### config.mk
export PLATFORM = sky130hd
export DESIGN_NAME = slb_array
export DESIGN_NICKNAME = d
export VERILOG_FILES = /design/src/rtl/slb_pkg.sv /design/src/rtl/slb_match.sv /design/src/rtl/slb_wcheck.sv /design/src/rtl/slb_inval.sv /design/src/rtl/slb_array.sv
export SDC_FILE = /design/constraint.sdc
export NUM_CORES = 2
export LEC_CHECK = 0
export BUFFER_PORTS_ARGS = -buffer_cell sky130_fd_sc_hd__buf_4
export CORE_MARGIN = 3
export CORE_UTILIZATION = 55
export DETAILED_ROUTE_END_ITERATION = 10
export GPL_TIMING_DRIVEN = 1
export PLACE_DENSITY = 0.83
export SYNTH_ARGS = -nofsm -noshare
export SYNTH_HDL_FRONTEND = slang
export SYNTH_SLANG_ARGS = --single-unit
### constraint.sdc
create_clock -name clk -period 3.5 [get_ports clk]
set_clock_uncertainty 0.2 [all_clocks]
set_input_delay 0 -clock clk [delete_from_list [all_inputs] [get_ports clk]]
set_output_delay 0 -clock clk [all_outputs]
set_load 0.1 [all_outputs]
### src/rtl/slb_pkg.sv
// Shared field positions, opcodes and size codes of the segment table.
package slb_pkg;
    localparam int WORD_W     = 64;
    localparam int SLOT_W     = 12;
    localparam int ESID_LSB   = 28;
    localparam int ESID_W     = WORD_W - ESID_LSB;
    localparam int VALID_BIT  = 27;
    localparam int RSV_MSB    = 26;
    localparam int RSV_LSB    = SLOT_W;
    localparam int TERA_LSB   = 40;
    localparam int TERA_LOW_W = TERA_LSB - ESID_LSB;
    localparam int SIZE_MSB   = 63;
    localparam int SIZE_LSB   = 62;
    localparam int SIZE_W     = SIZE_MSB - SIZE_LSB + 1;
    localparam int CLASS_BIT  = 8;
    localparam int PCODE_LSB  = 4;
    localparam int PCODE_W    = 2;
    localparam int CODE_W     = 3;

    localparam logic [SIZE_W-1:0] SZ_256M = 2'b00;
    localparam logic [SIZE_W-1:0] SZ_1T   = 2'b01;

    typedef enum logic [2:0] {
        OP_WRITE    = 3'd0,
        OP_RD_TAG   = 3'd1,
        OP_RD_SEG   = 3'd2,
        OP_FIND     = 3'd3,
        OP_INV_LOC  = 3'd4,
        OP_INV_GLB  = 3'd5,
        OP_INV_CODE = 3'd6,
        OP_PURGE    = 3'd7
    } slb_op_e;
endpackage

### src/rtl/slb_match.sv
// Fully associative priority match of one segment number against the table.
// Assumes: tags of 1 TB entries are compared with their low twelve bits
// forced to zero in the key, so a 1 TB tag with nonzero low bits never hits.
module slb_match
    import slb_pkg::*;
#(
    parameter int ENTRIES = 8,
    localparam int IDX_W  = (ENTRIES > 1) ? $clog2(ENTRIES) : 1
) (
    input  logic [ESID_W-1:0]                 key,
    input  logic [ENTRIES-1:0][ESID_W-1:0]    tag_esid,
    input  logic [ENTRIES-1:0]                tag_vld,
    input  logic [ENTRIES-1:0][SIZE_W-1:0]    tag_size,
    output logic                              hit,
    output logic [IDX_W-1:0]                  idx
);
    logic [ESID_W-1:0]  key_tera;
    logic [ENTRIES-1:0] match;

    // Key aligned to a 1 TB boundary.
    assign key_tera = {key[ESID_W-1:TERA_LOW_W], {TERA_LOW_W{1'b0}}};

    for (genvar i = 0; i < ENTRIES; i++) begin : g_cmp
        // Per-entry compare, size field selects the key alignment.
        assign match[i] = tag_vld[i] &&
            (((tag_size[i] == SZ_256M) && (tag_esid[i] == key)) ||
             ((tag_size[i] == SZ_1T)   && (tag_esid[i] == key_tera)));
    end

    // Lowest matching index wins.
    always_comb begin
        hit = |match;
        idx = '0;
        for (int i = ENTRIES - 1; i >= 0; i--) begin
            if (match[i]) idx = i[IDX_W-1:0];
        end
    end
endmodule

### src/rtl/slb_wcheck.sv
// Validity check of an indexed write: slot range, reserved tag bits,
// segment size code, 1 TB enable and base page-size code.
// Assumes: PSZ_MASK bit n set means page-size code n is supported.
module slb_wcheck
    import slb_pkg::*;
#(
    parameter int ENTRIES = 8,
    parameter logic [(1<<PCODE_W)-1:0] PSZ_MASK = 4'b1011
) (
    input  logic [WORD_W-1:0] tag_op,
    input  logic [WORD_W-1:0] seg_op,
    input  logic              en_1t,
    output logic              slot_ok,
    output logic              reject
);
    localparam logic [SLOT_W-1:0] SLOT_LIMIT = SLOT_W'(ENTRIES);

    logic [SIZE_W-1:0]  size_code;
    logic [PCODE_W-1:0] pcode;
    logic               rsv_bad, size_bad, tera_bad, pcode_bad;

    // Field extraction and individual rejection causes.
    always_comb begin
        size_code = seg_op[SIZE_MSB:SIZE_LSB];
        pcode     = seg_op[PCODE_LSB +: PCODE_W];
        slot_ok   = tag_op[SLOT_W-1:0] < SLOT_LIMIT;
        rsv_bad   = |tag_op[RSV_MSB:RSV_LSB];
        size_bad  = (size_code != SZ_256M) && (size_code != SZ_1T);
        tera_bad  = (size_code == SZ_1T) && !en_1t;
        pcode_bad = !PSZ_MASK[pcode];
        reject    = !slot_ok || rsv_bad || size_bad || tera_bad || pcode_bad;
    end
endmodule

### src/rtl/slb_inval.sv
// Clear mask for the bulk invalidate and purge commands.
// Assumes: the caller ANDs the mask with the command strobe; clearing an
// already invalid entry is harmless.
module slb_inval
    import slb_pkg::*;
#(
    parameter int ENTRIES = 8
) (
    input  logic              do_code,
    input  logic              do_purge,
    input  logic [CODE_W-1:0] code,
    input  logic [ENTRIES-1:0] cls,
    output logic [ENTRIES-1:0] clr
);
    logic none, with_zero, by_class;

    // Decode of the variant code; undefined code 5 behaves like code 0.
    always_comb begin
        none      = (code == 3'd7);
        with_zero = (code == 3'd3) || (code == 3'd4);
        by_class  = (code == 3'd3);
    end

    for (genvar i = 0; i < ENTRIES; i++) begin : g_clr
        // Per-entry clear decision.
        assign clr[i] = do_purge ||
            (do_code && !none && ((i != 0) || with_zero) && !(by_class && !cls[i]));
    end
endmodule

### src/rtl/slb_array.sv
// Segment lookaside table: registered entries, a combinational lookup port
// and a one-command-per-cycle maintenance port with a registered response.
// Assumes: commands are accepted every cycle; the response and any flush
// pulse appear the cycle after the command.
module slb_array
    import slb_pkg::*;
#(
    parameter int ENTRIES = 8,
    parameter logic [(1<<PCODE_W)-1:0] PSZ_MASK = 4'b1011,
    localparam int IDX_W  = (ENTRIES > 1) ? $clog2(ENTRIES) : 1
) (
    input  logic              clk,
    input  logic              rst_n,
    input  logic              cmd_valid,
    input  logic [2:0]        cmd_op,
    input  logic [WORD_W-1:0] cmd_a,
    input  logic [WORD_W-1:0] cmd_b,
    input  logic [CODE_W-1:0] cmd_code,
    input  logic              mode64,
    input  logic              en_1t,
    input  logic [ESID_W-1:0] lk_seg_addr,
    output logic              lk_hit,
    output logic [IDX_W-1:0]  lk_idx,
    output logic [WORD_W-1:0] lk_seg,
    output logic              rsp_valid,
    output logic              rsp_err,
    output logic [WORD_W-1:0] rsp_data,
    output logic              flush_local,
    output logic              flush_global
);
    logic [ENTRIES-1:0][ESID_W-1:0] esid_q;
    logic [ENTRIES-1:0]             vld_q;
    logic [ENTRIES-1:0][WORD_W-1:0] seg_q;
    logic [ENTRIES-1:0][SIZE_W-1:0] size_w;
    logic [ENTRIES-1:0]             cls_w;

    slb_op_e           op;
    logic [IDX_W-1:0]  slot_idx;
    logic              slot_ok, wr_reject;
    logic [ESID_W-1:0] cmd_key;
    logic              c_hit;
    logic [IDX_W-1:0]  c_idx;
    logic [ENTRIES-1:0] clr_mask;

    assign op       = slb_op_e'(cmd_op);
    assign slot_idx = cmd_a[IDX_W-1:0];

    for (genvar i = 0; i < ENTRIES; i++) begin : g_fields
        // Size and class fields seen by the match and invalidate logic.
        assign size_w[i] = seg_q[i][SIZE_MSB:SIZE_LSB];
        assign cls_w[i]  = seg_q[i][CLASS_BIT];
    end

    // Command search key, truncated to 32 address bits for find outside 64-bit mode.
    always_comb begin
        if (op == OP_FIND && !mode64)
            cmd_key = {{(ESID_W - (32 - ESID_LSB)){1'b0}}, cmd_a[31:ESID_LSB]};
        else
            cmd_key = cmd_a[WORD_W-1:ESID_LSB];
    end

    slb_match #(.ENTRIES(ENTRIES)) u_lk_match (
        .key      (lk_seg_addr),
        .tag_esid (esid_q),
        .tag_vld  (vld_q),
        .tag_size (size_w),
        .hit      (lk_hit),
        .idx      (lk_idx)
    );

    slb_match #(.ENTRIES(ENTRIES)) u_cmd_match (
        .key      (cmd_key),
        .tag_esid (esid_q),
        .tag_vld  (vld_q),
        .tag_size (size_w),
        .hit      (c_hit),
        .idx      (c_idx)
    );

    slb_wcheck #(.ENTRIES(ENTRIES), .PSZ_MASK(PSZ_MASK)) u_wcheck (
        .tag_op  (cmd_a),
        .seg_op  (cmd_b),
        .en_1t   (en_1t),
        .slot_ok (slot_ok),
        .reject  (wr_reject)
    );

    slb_inval #(.ENTRIES(ENTRIES)) u_inval (
        .do_code  (op == OP_INV_CODE),
        .do_purge (op == OP_PURGE),
        .code     (cmd_code),
        .cls      (cls_w),
        .clr      (clr_mask)
    );

    // Segment word of the lookup port; zero on a miss.
    assign lk_seg = lk_hit ? seg_q[lk_idx] : '0;

    // Table state, response and flush registers.
    always_ff @(posedge clk) begin
        if (!rst_n) begin
            esid_q       <= '0;
            vld_q        <= '0;
            seg_q        <= '0;
            rsp_valid    <= 1'b0;
            rsp_err      <= 1'b0;
            rsp_data     <= '0;
            flush_local  <= 1'b0;
            flush_global <= 1'b0;
        end else begin
            rsp_valid    <= cmd_valid;
            rsp_err      <= 1'b0;
            rsp_data     <= '0;
            flush_local  <= 1'b0;
            flush_global <= 1'b0;
            if (cmd_valid) begin
                case (op)
                    OP_WRITE: begin
                        rsp_err <= wr_reject;
                        if (!wr_reject) begin
                            esid_q[slot_idx] <= cmd_a[WORD_W-1:ESID_LSB];
                            vld_q[slot_idx]  <= cmd_a[VALID_BIT];
                            seg_q[slot_idx]  <= cmd_b;
                        end
                    end
                    OP_RD_TAG: begin
                        rsp_err <= !slot_ok;
                        if (slot_ok)
                            rsp_data <= {esid_q[slot_idx], vld_q[slot_idx], {VALID_BIT{1'b0}}};
                    end
                    OP_RD_SEG: begin
                        rsp_err <= !slot_ok;
                        if (slot_ok) rsp_data <= seg_q[slot_idx];
                    end
                    OP_FIND: begin
                        rsp_data <= c_hit ? seg_q[c_idx] : '1;
                    end
                    OP_INV_LOC, OP_INV_GLB: begin
                        if (c_hit) begin
                            vld_q[c_idx] <= 1'b0;
                            flush_local  <= (op == OP_INV_LOC);
                            flush_global <= (op == OP_INV_GLB);
                        end
                    end
                    OP_INV_CODE, OP_PURGE: begin
                        vld_q       <= vld_q & ~clr_mask;
                        flush_local <= 1'b1;
                    end
                    default: begin
                        rsp_err <= 1'b1;
                    end
                endcase
            end
        end
    end

    AST_RSP_NEXT_CYCLE: assert property (@(posedge clk) disable iff (!rst_n)
        cmd_valid |=> rsp_valid);
    AST_FLUSH_EXCLUSIVE: assert property (@(posedge clk) disable iff (!rst_n)
        !(flush_local && flush_global));
    AST_LOOKUP_HITS_VALID: assert property (@(posedge clk) disable iff (!rst_n)
        lk_hit |-> vld_q[lk_idx]);
    AST_REJECT_KEEPS_TABLE: assert property (@(posedge clk) disable iff (!rst_n)
        (cmd_valid && op == OP_WRITE && wr_reject) |=> ($stable(vld_q) && $stable(seg_q) && $stable(esid_q)));
    AST_CODE7_KEEPS_VALID: assert property (@(posedge clk) disable iff (!rst_n)
        (cmd_valid && op == OP_INV_CODE && cmd_code == 3'd7) |=> $stable(vld_q));
    AST_ENTRY0_SPARED: assert property (@(posedge clk) disable iff (!rst_n)
        (cmd_valid && op == OP_INV_CODE && cmd_code != 3'd3 && cmd_code != 3'd4)
        |=> (vld_q[0] == $past(vld_q[0])));
    AST_BULK_FLUSHES: assert property (@(posedge clk) disable iff (!rst_n)
        (cmd_valid && (op == OP_INV_CODE || op == OP_PURGE)) |=> (flush_local && !flush_global));
endmodule

==> out/qor.csv, run 1 <==
stage;metric;value;unit
floorplanning;die width;323.0;um
placement;HPWL after DPL;218300;um
synthesis;Synth Warn #;0;
synthesis;Synth Register Bits;876;
synthesis;Area contributors post-synth;dfxtp_1 (32%), nand2_1 (12%), a21oi_1 (8.8%);
synthesis;Cell Area, Synth;55270;um^2
placement;Area after DPL;67970;um^2
synthesis;post-synth top area cell;dfxtp_1;
grt;grt ovf;71;
outcome;status;did not finish;
synthesis;share of the synthesized area in the top cell type;31.73;%
grt;largest net degree at the start of global routing;122;
grt;GRT Total Usage;72.98;%
floorplanning;I/O pins;311;
synthesis;Async S/R FF share, synth;0;%
synthesis;Main synth FF type;dfxtp_1;
outcome;Fail Step;global routing (5_1_grt);
floorplanning;initial core utilization;55.83;%
cts;CTS Buf Count;98;
synthesis;Synth Instances;7454;
synthesis;count leader, synth;nand2_1;
floorplanning;num rows;115;
floorplanning;chip height;323.0;um
placement;number of port buffers;309;
synthesis;Syn Area/Cell;7.415;um^2
cts;total clock sinks;876;
cts;root buffer cell;clkbuf_16;
cts;CTS Buffer Depth;3;
placement;final RePlAce weighted congestion;1.150;
synthesis;Commonest cells post-synth;nand2_1 (1,810), a21oi_1 (972), dfxtp_1 (876), clkbuf_1 (565), mux2i_1 (448);
synthesis;Net Count, Synth;7629;
outcome;tool error;[ERROR GRT-0232] Routing congestion too high. Check the congestion heatmap in the GUI.;
cts;Max H-tree Level;3;
synthesis;sequential area share after synthesis;31.73;%
synthesis;Post-synth EDFFs;0;
synthesis;unique cell type count in the Yosys netlist;89;
[kinds of logic after synthesis]
logic type | after synthesis | share of synthesized area [%]
xor+xnor | 433 | 6.861
flops | 876 | 31.73
buf+inv | 816 | 6.001
compound gates | 2089 | 23.60
mux | 499 | 9.519
other cells | 1 | 0.006785
simple gates | 2740 | 22.28
[routing by layer]
layer | track usage, % | overflow
met1 | 76.49 | 2
met2 | 88.85 | 35
met3 | 55.56 | 1
met4 | 68.22 | 32
met5 | 28.84 | 1
[through the flow]
stage | cells | setup slack, ns | utilization (%)
2_1_floorplan | 7454 | 0.03390 | -
3_5_place_dp | 9515 | -1.079 | 68.66
3_3_place_gp | 9515 | -0.9498 | 68.66
4_1_cts | 9970 | -0.9180 | 77.70
[repair_timing]
action,4_1_cts
hold endpoints to repair,850
pin swaps,96
gates cloned,25
gates resized for setup,563
buffers inserted,66
setup endpoints to repair,139
hold buffers,186
==> run 2, diff against run 1 <==
CORE_UTILIZATION = 40   (was 55)
PLACE_DENSITY = default   (was 0.83)
PLACE_DENSITY_LB_ADDON = 0.15   (was default)
clock period = 4.55 ns   (was 3.5 ns; I/O delays follow)
==> run 2 against run 1 <==
The flow now finishes, with violations (negative setup slack). Synthesized cell count unchanged. Synthesized area unchanged.
==> out/qor.csv, run 2 <==
stage;metric;value;unit;change
outcome;status;finished with violations;;
outcome;failing checks;negative setup slack;;
routing;met3 WL post-DR;41640;um;
finish;largest registers;seg_q: 504 flops, esid_q: 288 flops, rsp_data: 64 flops;;
floorplanning;CORE AREA;136300;um^2;
floorplanning;chip height;377.7;um;+17%
power;total power;18650;uW;
grt;grt ovf;0;;
cts;Worst-Skew Late Latency;0.75;ns;
routing;Post-Route WL;324200;um;
finish;commonest cells after routing, fill and taps aside;nand2_1 (1,806), a21oi_1 (971), dfxtp_1 (819);;
routing;Iteration-0 DRC Markers;10010;;
timing;RSZ-0062 raised after global routing;true;;
finish;Area Growth Syn to Fin;22.78;%;
power;maximum VDD drop;0.3123;mV;
run;MaxCap Viol Count;0;;
synthesis;count leader, synth;nand2_1;;
placement;number of port buffers;309;;unchanged
timing;fin crit share;100.6;%;
floorplanning;I/O pins;311;;unchanged
finish;Largest register FFs;504;;
routing;met2 wire len;133100;um;
placement;HPWL after DPL;210000;um;-3.8%
synthesis;Synth Warn #;0;;unchanged
synthesis;Synth Register Bits;876;;unchanged
grt;initial antenna violation count;18;;
setup_path;Arr. time, crit path;4.38;ns;
routing;DRT antenna net count;0;;
setup_path;Max FO, Critical Path;7;;
setup_path;CP Launch Type;register;;
timing;Final Hold Fails;0;;
cts;CTS tree;done;;
cts;Max H-tree Level;3;;unchanged
timing;Least-Margin Pin Slew;1.325;ns;
routing;first drt pass iteration count;10;;
finish;Final Cell Area;67860;um^2;
finish;commonest non-fill, non-tap cell in the layout;nand2_1;;
synthesis;Synth Instances;7454;;unchanged
cts;CTS Buffer Depth;3;;unchanged
power;P per Cell Area;274.9;nW/um^2;
synthesis;Post-synth EDFFs;0;;unchanged
setup_path;WP data required;4.35;ns;
timing;fmax;218.4;MHz;
setup_path;Crit Path Class;reg2out;;
synthesis;Net Count, Synth;7629;;unchanged
synthesis;sequential area share after synthesis;31.73;%;unchanged
placement;Area after DPL;60930;um^2;-10%
placement;final RePlAce weighted congestion;1.086;;-5.6%
floorplanning;Die ar.;142700;um^2;
grt;largest net degree at the start of global routing;132;;
timing;min cycle time layout;4.579;ns;
timing;max-slew violation count;0;;
grt;global-route wire length before repair;450400;um;
floorplanning;num rows;135;;+17%
synthesis;Async S/R FF share, synth;0;%;unchanged
synthesis;Main synth FF type;dfxtp_1;;
floorplanning;die width;377.7;um;+17%
setup_path;critical path endpoint category;primary output;;
synthesis;Area contributors post-synth;dfxtp_1 (32%), nand2_1 (12%), a21oi_1 (8.8%);;
routing;# DRC;0;;
finish;Reg with most FFs;seg_q;;
synthesis;Commonest cells post-synth;nand2_1 (1,810), a21oi_1 (972), dfxtp_1 (876), clkbuf_1 (565), mux2i_1 (448);;
timing;PnR worst setup slack;-0.02920;ns;
timing;Max-slew headroom;11.09;%;
finish;fillers;13290;;
synthesis;unique cell type count in the Yosys netlist;89;;unchanged
power;Leak;0.02480;uW;
synthesis;post-synth top area cell;dfxtp_1;;
cts;root buffer cell;clkbuf_16;;
worst_hold_path;worst min-delay path class;in2reg;;
routing;WL/cell;33.85;um;
cts;CTS Buf Count;104;;+6.1%
timing;Hold Slack;0.05139;ns;
synthesis;Cell Area, Synth;55270;um^2;unchanged
routing;Vias;64270;;
cts;total clock sinks;876;;unchanged
grt;vias in the first global route;59030;;
routing;DR vias/cell;6.710;;
floorplanning;initial core utilization;40.55;%;-15 points
synthesis;share of the synthesized area in the top cell type;31.73;%;unchanged
routing;Top Layer Used;met5;;
finish;Final nets;7877;;
routing;met1 WL;125200;um;
grt;GRT Total Usage;43.42;%;
cts;Reg clk slew, reported paths;0.06;ns;
timing;setup violators final;7;;
finish;share of layout cells above drive strength 1;14.45;%;
synthesis;Syn Area/Cell;7.415;um^2;unchanged
-- run 2: cell counts after synthesis --
No cell type changed its count.
-- run 2: cell families (layout without fill, tap and decap cells) --
group,count (synthesis),count (layout),synth area share (%)
and+or+nand+nor,2740,2740,22.28
AOI/OAI and AO/OA,2089,2089,23.60
DFF,876,876,31.73
buffers and inverters,816,1147,6.001
muxes,499,499,9.519
xor gates and xnor gates,433,433,6.861
other,1,12,0.006785
-- run 2: routing by layer --
layer	global-route usage [%]	vias up
met1	56.90	30930
met5	0	-
li1	-	27140
met3	11.43	1187
met4	27.08	12
met2	63.17	4996
-- run 2: path summary, 6_finish.rpt --
kind                                   to                     start  depth (start not counted)  slack [ns]
setup / recovery               lk_seg[44]  esid_q[101]$_SDFFE_PN0P_                         14       -0.03
hold reg to reg   seg_q[291]$_SDFFE_PN0P_   seg_q[291]$_SDFFE_PN0P_                          2        0.28
setup reg to reg  rsp_data[51]$_SDFF_PN0_  esid_q[239]$_SDFFE_PN0P_                         12        0.22
hold / removal    esid_q[42]$_SDFFE_PN0P_                 cmd_a[34]                          4        0.05
-- run 2: layout make-up --
| cell class | count | area (um^2) | area share (%) |
|---|---|---|---|
| Multi-Input combinational cell | 5762 | 35050 | 51.65 |
| Sequential cell | 876 | 17640 | 25.99 |
| Timing Repair Buffer | 924 | 9220 | 13.59 |
| Clock buffer | 146 | 3032 | 4.467 |
| Tap cell | 1781 | 2228 | 3.284 |
| Clock inverter | 43 | 533.0 | 0.7854 |
| Inverter | 34 | 135.1 | 0.1991 |
| Antenna cell | 11 | 27.53 | 0.04056 |
-- run 2: critical path, cell delays in order, from the launching register on --
cell and delay, ns:
dfxtp_1 0.60, xnor2_1 0.22, nand4_1 0.13, or4_1 0.48
nand4b_1 0.24, nor4b_4 0.34, o2bb2ai_2 0.11, nand2_4 0.18
buf_12 0.19, buf_12 0.13, buf_16 0.14, mux2i_1 0.24
mux2i_1 0.10, a22o_1 0.31, buf_12 0.20
-- run 2: what timing repair did --
action | in CTS | in global routing
endpoints found under the setup margin | 65 | 71
buffers inserted | 7 | 7
endpoints found under the hold margin | 864 | 0
hold buffers | 206 | 0
resized for setup | 181 | 60
pin swaps | 20 | 8
gates cloned | 8 | 4
-- run 2: through the flow --
stage,setup slack [ns],instances,util [%],TNS (ns)
2_1_floorplan,0.2123,7454,-,0
3_3_place_gp,-0.3925,9149,44.70,-13.53
3_5_place_dp,-0.2965,9149,44.70,-8.481
4_1_cts,-0.03590,9559,49.56,-0.1786
5_1_grt,-0.03914,9567,49.77,-0.1087
6_report,-0.02920,9577,49.79,-0.08723
-- run 2: where the power goes --
part | switching, uW | total (uW) | internal, uW
clock network | 3790 | 8900 | 5110
registers | 23.3 | 7690 | 7670
logic | 1400 | 2060 | 664
total | 5210 | 18700 | 13400
Power figures use the tool's default switching activity.
